## config.mk

```make
export PLATFORM = sky130hd
export DESIGN_NAME = rmw_lock_unit
export DESIGN_NICKNAME = d
export VERILOG_FILES = /design/src/rtl/rmw_lock_unit.sv
export SDC_FILE = /design/constraint.sdc
export NUM_CORES = 1
export LEC_CHECK = 0
export BUFFER_PORTS_ARGS = -buffer_cell sky130_fd_sc_hd__buf_2
export CORE_UTILIZATION = 41
export CTS_CLUSTER_DIAMETER = 80
export DETAILED_ROUTE_END_ITERATION = 10
export GPL_TIMING_DRIVEN = 1
export PLACE_DENSITY = 0.75
export SYNTH_ARGS = -nofsm -noshare
export SYNTH_HDL_FRONTEND = slang
export SYNTH_SLANG_ARGS = --single-unit
```

## constraint.sdc

```tcl
create_clock -name clk -period 3.49 [get_ports clk]
set_input_delay 0.5235 -clock clk [delete_from_list [all_inputs] [get_ports clk]]
set_output_delay 0.5235 -clock clk [all_outputs]
set_load 0.01 [all_outputs]
```

## src/rtl/rmw_lock_unit.sv

```systemverilog
module rmw_lock_unit #(
  parameter int DW    = 32,
  parameter int AW    = 10,
  parameter int RIW   = 3,
  parameter int NREGS = 7
) (
  input  logic           clk,
  input  logic           rst_n,
  input  logic           start,
  input  logic           op,
  input  logic [1:0]     src_kind,
  input  logic [1:0]     dst_kind,
  input  logic [RIW-1:0] src_idx,
  input  logic [RIW-1:0] base_a_idx,
  input  logic [RIW-1:0] base_b_idx,
  input  logic [DW-1:0]  disp,
  output logic [RIW-1:0] rf_raddr_s,
  output logic [RIW-1:0] rf_raddr_a,
  output logic [RIW-1:0] rf_raddr_b,
  input  logic [DW-1:0]  rf_rdata_s,
  input  logic [DW-1:0]  rf_rdata_a,
  input  logic [DW-1:0]  rf_rdata_b,
  output logic           rf_we,
  output logic [RIW-1:0] rf_waddr,
  output logic [DW-1:0]  rf_wdata,
  output logic           mem_en,
  output logic           mem_we,
  output logic [AW-1:0]  mem_addr,
  output logic [DW-1:0]  mem_wdata,
  input  logic [DW-1:0]  mem_rdata,
  output logic           lock,
  output logic           busy,
  output logic           done,
  output logic           reject
);
  localparam logic [1:0] KIND_REG = 2'd0;
  localparam logic [1:0] KIND_MEM = 2'd2;

  typedef enum logic [1:0] {S_IDLE, S_READ, S_WRITE} state_t;

  state_t          state;
  logic            op_q;
  logic [RIW-1:0]  sidx_q;
  logic            slive_q;
  logic [DW-1:0]   sval_q;
  logic [AW-1:0]  addr_q;
  logic            reject_q;

  logic live_s, live_a, live_b;
  assign live_s = (src_idx    != '0) && (32'(src_idx)    < NREGS);
  assign live_a = (base_a_idx != '0) && (32'(base_a_idx) < NREGS);
  assign live_b = (base_b_idx != '0) && (32'(base_b_idx) < NREGS);

  assign rf_raddr_s = src_idx;
  assign rf_raddr_a = base_a_idx;
  assign rf_raddr_b = base_b_idx;

  logic [DW-1:0] ea_full;
  assign ea_full = disp + (live_a ? rf_rdata_a : '0) + (live_b ? rf_rdata_b : '0);

  logic unused_ea_hi;
  assign unused_ea_hi = ^ea_full[DW-1:AW];

  logic accept, legal;
  assign accept = start && (state == S_IDLE);
  assign legal  = (src_kind == KIND_REG) && (dst_kind == KIND_MEM);

  always_ff @(posedge clk) begin
    if (!rst_n) begin
      state    <= S_IDLE;
      op_q     <= 1'b0;
      sidx_q   <= '0;
      slive_q  <= 1'b0;
      sval_q   <= '0;
      addr_q   <= '0;
      reject_q <= 1'b0;
    end else begin
      reject_q <= accept && !legal;
      case (state)
        S_IDLE: if (accept && legal) begin
          state   <= S_READ;
          op_q    <= op;
          sidx_q  <= src_idx;
          slive_q <= live_s;
          sval_q  <= live_s ? rf_rdata_s : '0;
          addr_q  <= ea_full[AW-1:0];
        end
        S_READ:  state <= S_WRITE;
        default: state <= S_IDLE;
      endcase
    end
  end

  assign mem_en    = (state != S_IDLE);
  assign mem_we    = (state == S_WRITE);
  assign mem_addr  = addr_q;
  assign mem_wdata = op_q ? (mem_rdata + sval_q) : sval_q;
  assign rf_we     = (state == S_WRITE) && slive_q;
  assign rf_waddr  = sidx_q;
  assign rf_wdata  = mem_rdata;
  assign lock      = mem_en;
  assign busy      = mem_en;
  assign done      = (state == S_WRITE);
  assign reject    = reject_q;

  // a read is always followed by a locked write to the same word
  a_r7_read_then_write: assert property (@(posedge clk) disable iff (!rst_n)
    (mem_en && !mem_we) |=> (mem_we && lock && mem_addr == $past(mem_addr)));

  // done only comes right after a read cycle
  a_r7_done_after_read: assert property (@(posedge clk) disable iff (!rst_n)
    done |-> $past(mem_en && !mem_we));

  // done lasts one cycle
  a_r7_done_pulse: assert property (@(posedge clk) disable iff (!rst_n)
    done |=> !done);

  // no writes into the hidden zero register or unused indices
  a_r5_no_zero_write: assert property (@(posedge clk) disable iff (!rst_n)
    rf_we |-> (rf_waddr != '0 && 32'(rf_waddr) < NREGS));

  // an illegal request never starts a memory access
  a_r6_reject_quiet: assert property (@(posedge clk) disable iff (!rst_n)
    reject |-> (!mem_en && !rf_we && !$past(busy)));

  // a start during an operation does not extend or restart it
  a_r8_busy_ignore: assert property (@(posedge clk) disable iff (!rst_n)
    (start && mem_we) |=> !busy);

  // legal start while idle begins an access
  a_r6_legal_go: assert property (@(posedge clk) disable iff (!rst_n)
    (start && !busy && src_kind == KIND_REG && dst_kind == KIND_MEM) |=> (busy && !mem_we));
endmodule

```

==> metrics.md, run 1 <==
| Metric | Value |
|---|---|
| Status | finished, violations left |
| Failing checks | setup timing |
| Yosys warnings | 0 |
| Total GRT Usage | 21.1% |
| CP Data Required Time | 2.97 ns |
| Leak | 0.00307 uW |
| Final Net Count | 996 |
| # rows | 38 |
| F_max | 0.276 GHz |
| Buf/Inv on CP | 2 |
| Worst-path clk slew | 0.07 ns |
| Slowest library cell on the worst path | or4b_4 |
| RSZ-0062 raised after global routing | true |
| Clock skew | 0.00644 ns |
| Post-synth cell types | 56 |
| Syn nets | 805 |
| CTS root buf | clkbuf_16 |
| Post-route design area | 0.00616 mm^2 |
| Fraction of layout cells with a size suffix above 1 | 40.3% |
| Post-synthesis cell count | 578 |
| VDD IR max | 0.276 mV |
| Proportion of netlist area held by the largest area contributor | 21.2% |
| Ports | 270 |
| CP delay by family, top | compound AO/OA/AOI/OAI gates |
| Measured slew at the worst slew-check pin | 0.777 ns |
| Final setup violation count | 3 |
| Die Wd | 109 um |
| Vias | 4,665 |
| Crit path kind | flop to primary output |
| Yosys top cell by area | dfxtp_1 |
| DP HPWL | 9790 um |
| Die area | 0.0119 mm^2 |
| Ant diodes | 0 |
| CP Max Fanout | 2 |
| Placeable Area | 0.0110 mm^2 |
| Final Util | 55.9% |
| Number of global-route vias before repair | 4,282 |
| Grt ovf | 0 |
| Post-synth EDFFs | 0 |
| Pre-antenna DRT Iters | 4 |
| Die H | 109 um |
| 1st-iter DRT viols | 232 |
| Min Tclk post-route | 3.63 ns |
| Via density | 5.13 |
| Register area share after synthesis | 21.2% |
| Most common cell on crit path | a31oi_2 |
| Initial antenna violation count | 0 |
| Dominant synthesized flop cell | dfxtp_1 |
| First-pass GRT wire length | 19,900 um |
| Fraction of registers with async set or reset after synthesis | 0% |
| Clk buf depth | 2 |
| Inserted Clock Buffers | 5 |
| DR WL/cell | 14.0 um |
| RePlAce Congestion | 0.851 |
| Area of placed instances | 0.00580 mm^2 |
| Antenna Nets Post-Route | 0 |
| Mapped Area | 0.00472 mm^2 |
| Worst skew pair latency | 0.29 ns |
| CP Data Arrival Time | 3.10 ns |
| Starting Density | 42.8% |
| Slowest stage delay, CP | 0.50 ns |
| CTS Sinks | 50 |
| Total wire length | 12,700 um |
| Critical path cell sequence | ha_4 > inv_2 > fa_2 > and2b_1 > o211ai_1 > a21boi_2 > nor4_2 > o21ai_2 > a31oi_2 > or4b_4 > a31oi_2 > xnor2_1 > a21oi_1 > buf_2 |
| Worst hold path type | flop to flop |
| Max cap viols | 0 |
| Final Hold Violating Endpoints | 0 |
| Final cycle utilization of the critical path | 104% |
| Fin. max-slew vios | 0 |
| Top post-synthesis cells by area | dfxtp_1 (21%), ha_1 (10%), buf_4 (7.0%), mux2_2 (5.5%), xnor2_1 (5.4%) |
| Residual DRC | 0 |
| Port bufs | 203 |
| Crit. End Element | primary output |
| Area Overhead vs Synth | 30.7% |
| Mean area per synthesized cell | 8.16 um^2 |
| CTS tree | done |
| Quantity of hold-fixing buffers added after cts | 0 |
| Largest net degree at the start of global routing | 51 |
| CP Launch Type | flop |
| H-Tree Depth | 2 |
| Synthesized flop and latch total | 50 |
| Slew headroom | 48.2% |
| PwrDens | 269 mW/mm^2 |
| Worst Setup Slack, final | -0.136 ns |
[stage by stage]
step | setup WS (ns) | instances | total power [uW] | hold WS, ns | TNS (ns)
3_3_place_gp | -0.316 | 895 | 1080 | 0.410 | -0.987
6_report | -0.136 | 910 | 1660 | 0.425 | -0.196
5_1_grt | -0.275 | 910 | 1750 | 0.458 | -1.83
4_1_cts | -0.174 | 910 | 1670 | 0.427 | -0.419
3_5_place_dp | -0.316 | 895 | 1090 | 0.413 | -1.11
2_1_floorplan | 0.0216 | 578 | 919 | 0.396 | 0
[path summary, 6_finish.rpt]
check                                            start  slack, ns                 endpoint  depth (start not counted)
worst max register to register   state[1]$_SDFFE_PN0P_       1.40  sval_q[30]$_SDFFE_PN0P_                          6
worst min register to register   state[1]$_SDFFE_PN0P_       0.43    state[1]$_SDFFE_PN0P_                          1
worst max-delay path            sval_q[0]$_SDFFE_PN0P_      -0.14            mem_wdata[28]                         14
worst min-delay path             state[1]$_SDFFE_PN0P_       0.43    state[1]$_SDFFE_PN0P_                          1
[sequential cells by signal (all words and copies together), names as in the netlist]
register / flops
sval_q: 32
mem_addr: 10
rf_waddr: 3
state: 2
op_q: 1
reject: 1
slive_q: 1
[power by group]
group / switching [uW] / internal (uW) / leakage [uW]
sequential: 6.18 / 579 / 0.000405
clock: 231 / 339 / 0.0000760
combinational: 249 / 253 / 0.00259
total: 486 / 1170 / 0.00307
[timing repair]
item / in CTS / in global routing
setup endpoints to repair: 10 / 19
setup buffers: 7 / 3
resized for setup: 12 / 19
pin swaps: 8 / 5
[metal layers]
metal  wire (um)  global-route usage (%)  part of all wire (%)
met5           0                       0                     0
met4         185                    5.52                   1.5
met3         875                    3.29                   6.9
met2        5900                    36.3                    46
met1        5760                    27.3                    45
[Yosys cell counts, drive strengths merged, types with 5 or more instances]
cell type  instances
a21boi             8
a21o              11
a21oi             36
a22oi             32
a31oi              7
and2              19
and3               6
buf               49
clkbuf            17
dfxtp             50
fa                11
ha                39
inv               28
mux2              23
nand2             52
nand3              7
nor2              31
nor2b             37
nor3               8
o211ai             5
o21a               6
o21ai             23
o21bai             7
xnor2             29
xor2               7
[worst register-to-register path, stage by stage (launching register included)]
cell and delay [ns]:
dfxtp_1 0.32, or2_2 0.34, or3_2 0.51, nor3_4 0.19, buf_4 0.38, a22oi_1 0.15, nor2b_1 0.13
[cell type report]
class,instances,area [um^2]
Inverter,28,105
Multi-Input combinational cell,434,3300
Clock inverter,3,45.0
Clock buffer,5,125
Timing Repair Buffer,250,1410
Fill cell,1041,4870
Sequential cell,50,1000
Tap cell,140,175
[kinds of logic after synthesis]
| family | Yosys count | synth area share [%] |
|---|---|---|
| XOR/XNOR | 36 | 6.68 |
| AO/OA/AOI/OAI | 150 | 21.5 |
| adder cells (fa/ha/maj) | 50 | 15.0 |
| multiplexers | 23 | 5.49 |
| buffers and inverters | 94 | 11.1 |
| AND/OR/NAND/NOR | 175 | 19.1 |
| flip-flops | 50 | 21.2 |
[placed cells by master (no fill, tap or decap), types with 27 or more instances in the layout]
cell type / synthesis / final
a21oi_1: 35 / 33
a22oi_1: 32 / 32
buf_2: 3 / 196
buf_4: 44 / 47
dfxtp_1: 50 / 48
ha_1: 39 / 38
inv_1: 28 / 27
nand2_1: 52 / 51
nor2_1: 31 / 30
nor2b_1: 36 / 36
xnor2_1: 29 / 29
No activity file was read; power rests on OpenSTA's default activity.
==> run 2, diff against run 1 <==
CORE_MARGIN = 3   (was unset)
==> run 2 against run 1 <==
The run still ends with setup timing left. Hold slack better by 0.0096 ns. Clock skew hardly changed. Combinational power up 3%. Register-to-register slack about the same. Non-clock buffer count stayed put. Routed wire length is 2.9% higher. Critical path type unchanged. Highest routed layer unchanged.
==> metrics.md, run 2 (synthesized netlist as in run 1, its figures left out) <==
| Metric | Value |
|---|---|
| Worst skew pair latency | 0.29 ns |
| VDD IR max | 0.182 mV |
| Critical path cell sequence | ha_4 > inv_2 > fa_2 > and2b_1 > o211ai_1 > a21boi_2 > nor4_4 > o21ai_2 > a31oi_2 > or4b_4 > a31oi_4 > xnor2_2 > a21oi_1 > buf_2 |
| Total wire length | 13,100 um |
| Cells after DPL | 890 |
| Port bufs | 203 |
| DRT met1 WL | 5690 um |
| Worst Setup Slack, final | -0.188 ns |
| CTS root buf | clkbuf_16 |
| DR WL/cell | 14.4 um |
| CP Data Required Time | 2.97 ns |
| Die area | 0.0128 mm^2 |
| Slowest stage delay, CP | 0.51 ns |
| Final Net Count | 996 |
| Pre-antenna DRT Iters | 4 |
| Via density | 5.17 |
| Crit. End Element | primary output |
| CP Max Fanout | 2 |
| Worst-path clk slew | 0.07 ns |
| Die Wd | 113 um |
| Antenna Nets Post-Route | 0 |
| Failing checks | setup timing |
| Met2 wire length | 6460 um |
| Final Hold Violating Endpoints | 0 |
| PwrDens | 269 mW/mm^2 |
| Slowest library cell on the worst path | or4b_4 |
| Leak | 0.00308 uW |
| RePlAce Congestion | 0.862 |
| Clk buf depth | 2 |
| Largest net degree at the start of global routing | 51 |
| Max cap viols | 0 |
| Commonest non-fill, non-tap cell in the layout | buf_2 |
| Quantity of hold-fixing buffers added after cts | 0 |
| Inserted Clock Buffers | 5 |
| Pre-CTS setup slack | -0.291 ns |
| Total GRT Usage | 19.4% |
| H-Tree Depth | 2 |
| CP Launch Type | flop |
| # rows | 38 |
| Fin. max-slew vios | 0 |
| Status | finished, violations left |
| Top reg by flops | sval_q |
| Initial antenna violation count | 0 |
| Die H | 113 um |
| Area of placed instances | 0.00577 mm^2 |
| Top Layer Used | met4 |
| Post-route design area | 0.00623 mm^2 |
| Clock skew | 0.00656 ns |
| Vias | 4,708 |
| 1st-iter DRT viols | 271 |
| CTS Sinks | 50 |
| First-pass GRT wire length | 20,500 um |
| Fraction of layout cells with a size suffix above 1 | 40.8% |
| Crit path kind | flop to primary output |
| CP delay by family, top | compound AO/OA/AOI/OAI gates |
| CP Data Arrival Time | 3.15 ns |
| Final setup violation count | 3 |
| Max reg flops | 32 |
| Measured slew at the worst slew-check pin | 0.739 ns |
| Placeable Area | 0.0110 mm^2 |
| Starting Density | 42.8% |
| F_max | 0.272 GHz |
| Non-Filler Instances | 910 |
| Min Tclk post-route | 3.68 ns |
| Slew headroom | 49.5% |
| RSZ-0062 raised after global routing | true |
| Routed met3 length | 875 um |
| Ports | 270 |
| Area Overhead vs Synth | 32.0% |
| Worst hold path type | flop to flop |
| Commonest non-fill, non-tap cells in the layout | buf_2 (196), nand2_1 (51), dfxtp_1 (48) |
| Final cycle utilization of the critical path | 105% |
| CTS tree | done |
| Ant diodes | 0 |
| Number of global-route vias before repair | 4,371 |
| Buf/Inv on CP | 2 |
| Residual DRC | 0 |
| Grt ovf | 0 |
| DP HPWL | 9950 um |
[run 2: power by group]
group	switching (uW)	internal (uW)	leakage, uW
registers	6.23	579	0.000405
logic	253	265	0.00260
clock network	231	339	0.0000760
[run 2: stage by stage]
stage                     util, %  hold WS, ns  total power (uW)  TNS (ns)
after floorplan                 -        0.396               919         0
after global placement       52.3        0.408              1080     -1.08
after detailed placement     52.3        0.424              1090     -1.15
after CTS                    55.0        0.435              1670    -0.491
after global routing         56.5        0.448              1770     -1.75
final                        56.5        0.435              1670    -0.354
[run 2: repair_timing]
action / CTS / global route
hold endpoints to repair: 0 / 0
setup endpoints to repair: 8 / 17
pin swaps: 9 / 11
gates resized for setup: 16 / 27
setup buffers: 7 / 7
[run 2: metal layers]
layer / track usage (%) / vias to the layer above
met5: 0 / -
met4: 3.13 / 0
met3: 3.26 / 8
met2: 34.4 / 151
met1: 25.1 / 2185
li1: - / 2364
[run 2: area by class of cell]
type	count	area (um^2)
Tap cell	140	175
Inverter	28	105
Timing Repair Buffer	250	1420
Clock inverter	3	45.0
Sequential cell	50	1000
Multi-Input combinational cell	434	3350
Clock buffer	5	125
Fill cell	1005	4800
[run 2: path summary, 6_finish.rpt]
| path | slack, ns | to | cells after the start | from |
|---|---|---|---|---|
| setup / recovery | -0.19 | mem_wdata[28] | 14 | sval_q[0]$_SDFFE_PN0P_ |
| hold / removal | 0.43 | state[1]$_SDFFE_PN0P_ | 1 | state[1]$_SDFFE_PN0P_ |
| setup reg to reg | 1.40 | sval_q[10]$_SDFFE_PN0P_ | 6 | state[1]$_SDFFE_PN0P_ |
| hold reg to reg | 0.43 | state[1]$_SDFFE_PN0P_ | 1 | state[1]$_SDFFE_PN0P_ |
[run 2: worst reg2reg max path, cell delays in order, from the launching register on]
cell	delay (ns)
dfxtp_1	0.32
or2_2	0.34
or3_2	0.51
nor3_4	0.19
buf_4	0.38
a22oi_1	0.15
nor2b_1	0.13
==> run 3, diff against run 2 <==
SETUP_SLACK_MARGIN = 0.5   (was unset)
==> run 3 against run 2 <==
The flow still finishes with violations (setup timing). Total power increased by 4.0%. Non-clock buffer count increased by 6. Cell count increased by 0.66%. Routed wire length increased by 16%. Die area unchanged. Clock skew increased by 0.0012 ns. Setup slack got worse by 0.089 ns. Count of clock-buffer cells in the layout unchanged. Clock power about the same. Sequential share of layout area decreased by 1.4 points. Hold slack improved by 0.0029 ns. Critical path type unchanged. Critical endpoint is now mem_wdata[30]. Largest power group is now combinational logic.
==> metrics.md, run 3 (synthesized netlist as in run 1, its figures left out) <==
| Metric | Value |
|---|---|
| Slew headroom | 37.3% |
| Largest net degree at the start of global routing | 51 |
| Min Tclk post-route | 3.77 ns |
| Die Wd | 113 um |
| CTS Sinks | 50 |
| Seq pwr share | 33.6% |
| Worst Hold Depth | 1 |
| DR WL/cell | 16.7 um |
| Starting Density | 42.8% |
| CP Max Fanout | 3 |
| Clk buf depth | 2 |
| Switch Pwr | 525 uW |
| Crit. End Element | primary output |
| Worst hold path type | flop to flop |
| Worst Setup Slack, final | -0.277 ns |
| Failing checks | setup timing |
| Ant diodes | 0 |
| Worst-case reg-to-reg path depth | 6 |
| Inserted Clock Buffers | 5 |
| Commonest non-fill, non-tap cell in the layout | buf_2 |
| DP HPWL | 10,600 um |
| Port bufs | 203 |
| Worst skew pair latency | 0.30 ns |
| Top reg by flops | sval_q |
| Slowest stage delay, CP | 0.36 ns |
| Setup TNS | -1.19 ns |
| Die H | 113 um |
| F_max | 0.265 GHz |
| RePlAce Congestion | 0.864 |
| Max reg flops | 32 |
| Vias | 4,949 |
| RSZ-0062 raised after global routing | true |
| Area Overhead vs Synth | 46.4% |
| Worst-path clk slew | 0.07 ns |
| Critical path cell sequence | ha_4 > inv_2 > fa_2 > and2b_1 > o211ai_1 > a21boi_2 > nor4_4 > o211ai_1 > a31oi_2 > o21ai_2 > a21oi_2 > buf_4 > o2111a_1 > a221o_1 > buf_2 |
| Status | finished, violations left |
| Clock share of power | 32.7% |
| Slowest library cell on the worst path | dfxtp_2 |
| First-pass GRT wire length | 23,200 um |
| Pre-CTS setup slack | -0.253 ns |
| CTS tree | done |
| Fraction of layout cells with a size suffix above 1 | 49.4% |
| Final Hold Violating Endpoints | 0 |
| Startpoint of the worst hold path | state[1]$_SDFFE_PN0P_ |
| Total wire length | 15,300 um |
| Leak | 0.00326 uW |
| Antenna Nets Post-Route | 0 |
| Clock skew | 0.00779 ns |
| Measured slew at the worst slew-check pin | 0.935 ns |
| H-Tree Depth | 2 |
| CP Data Arrival Time | 3.24 ns |
| CP Data Required Time | 2.97 ns |
| Non-Filler Instances | 916 |
| Pint | 1210 uW |
| Capturing point of the worst reg2reg path | sval_q[11]$_SDFFE_PN0P_ |
| R2R Path Start | state[1]$_SDFFE_PN0P_ |
| CTS root buf | clkbuf_16 |
| Max cap viols | 0 |
| Residual DRC | 0 |
| Total GRT Usage | 21.7% |
| PwrDens | 252 mW/mm^2 |
| CP delay by family, top | compound AO/OA/AOI/OAI gates |
| Quantity of hold-fixing buffers added after cts | 0 |
| Ports | 270 |
| Hold Crit Endpoint | state[1]$_SDFFE_PN0P_ |
| 1st-iter DRT viols | 319 |
| Crit path kind | flop to primary output |
| Buf/Inv on CP | 3 |
| Final setup violation count | 7 |
| R2r setup slk | 1.30 ns |
| Via density | 5.40 |
| VDD IR max | 0.171 mV |
| Number of global-route vias before repair | 5,022 |
| Initial antenna violation count | 0 |
| Die area | 0.0128 mm^2 |
| Final Net Count | 1,002 |
| CP Launch Type | flop |
| Fin. max-slew vios | 0 |
| Final cycle utilization of the critical path | 108% |
| Pre-antenna DRT Iters | 5 |
| Placeable Area | 0.0110 mm^2 |
| Cells after DPL | 870 |
| Final Power | 1740 uW |
| Net Sw Frac | 30.2% |
| # rows | 38 |
| Commonest non-fill, non-tap cells in the layout | buf_2 (179), nand2_1 (47), dfxtp_1 (43) |
| Gate power share | 33.7% |
| Most common cell on crit path | o211ai_1 |
| Fill count | 892 |
| Grt ovf | 0 |
[run 3: routing by layer]
| metal | vias to the layer above | track usage (%) | share of wire (%) |
|---|---|---|---|
| met5 | - | 0 | 0 |
| met4 | 0 | 7.77 | 3.2 |
| met3 | 40 | 4.01 | 6.1 |
| met2 | 209 | 41.5 | 51 |
| met1 | 2319 | 23.7 | 39 |
| li1 | 2381 | - | - |
[run 3: how the worst max path moves through the flow]
stage / from / to / slack, ns / depth (start not counted)
after floorplan: mem_rdata[0] / mem_wdata[28] / 0.19 / 13
after global placement: mem_rdata[0] / mem_wdata[28] / -0.22 / 15
after detailed placement: mem_rdata[0] / mem_wdata[28] / -0.25 / 15
after CTS: sval_q[0]$_SDFFE_PN0P_ / mem_wdata[30] / -0.19 / 14
after global routing: sval_q[0]$_SDFFE_PN0P_ / mem_wdata[30] / -0.41 / 15
final: sval_q[0]$_SDFFE_PN0P_ / mem_wdata[30] / -0.28 / 15
[run 3: what timing repair did]
item                                    4_1_cts  5_1_grt
pin swaps                                    47       42
buffers inserted                             19       19
resized for setup                            99       54
endpoints found under the setup margin       26       29
[run 3: worst register-to-register path, stage by stage, from the launching register on]
cell,delay [ns]
dfxtp_1,0.32
or2_2,0.35
or3_2,0.52
nor3_4,0.19
buf_4,0.38
a22oi_1,0.18
nor2b_1,0.17
[run 3: power by group through the flow]
stage                     combinational (uW)  sequential, uW  clock [uW]
after floorplan                          342             598           0
after global placement                   469             598           0
after detailed placement                 486             599           0
after CTS                                539             586         578
after global routing                     642             586         602
final                                    586             585         569
[run 3: cell type report]
cell class	count	area [um^2]	share of cell area, %
clock buffers	5	125	1.81
clock inverters	3	45.0	0.652
inverters	28	105	1.52
multi-input cells	434	3800	55.0
flip-flops and latches	50	1010	14.7
well taps	140	175	2.54
repair buffers	256	1640	23.7
[run 3: per-stage QoR]
step	utilization, %	area [um^2]	hold slack [ns]
final	62.6	6900	0.438
after global routing	62.6	6900	0.452
after CTS	59.0	6510	0.437
after detailed placement	52.3	5770	0.431
after global placement	52.3	5770	0.410
after floorplan	-	4870	0.396
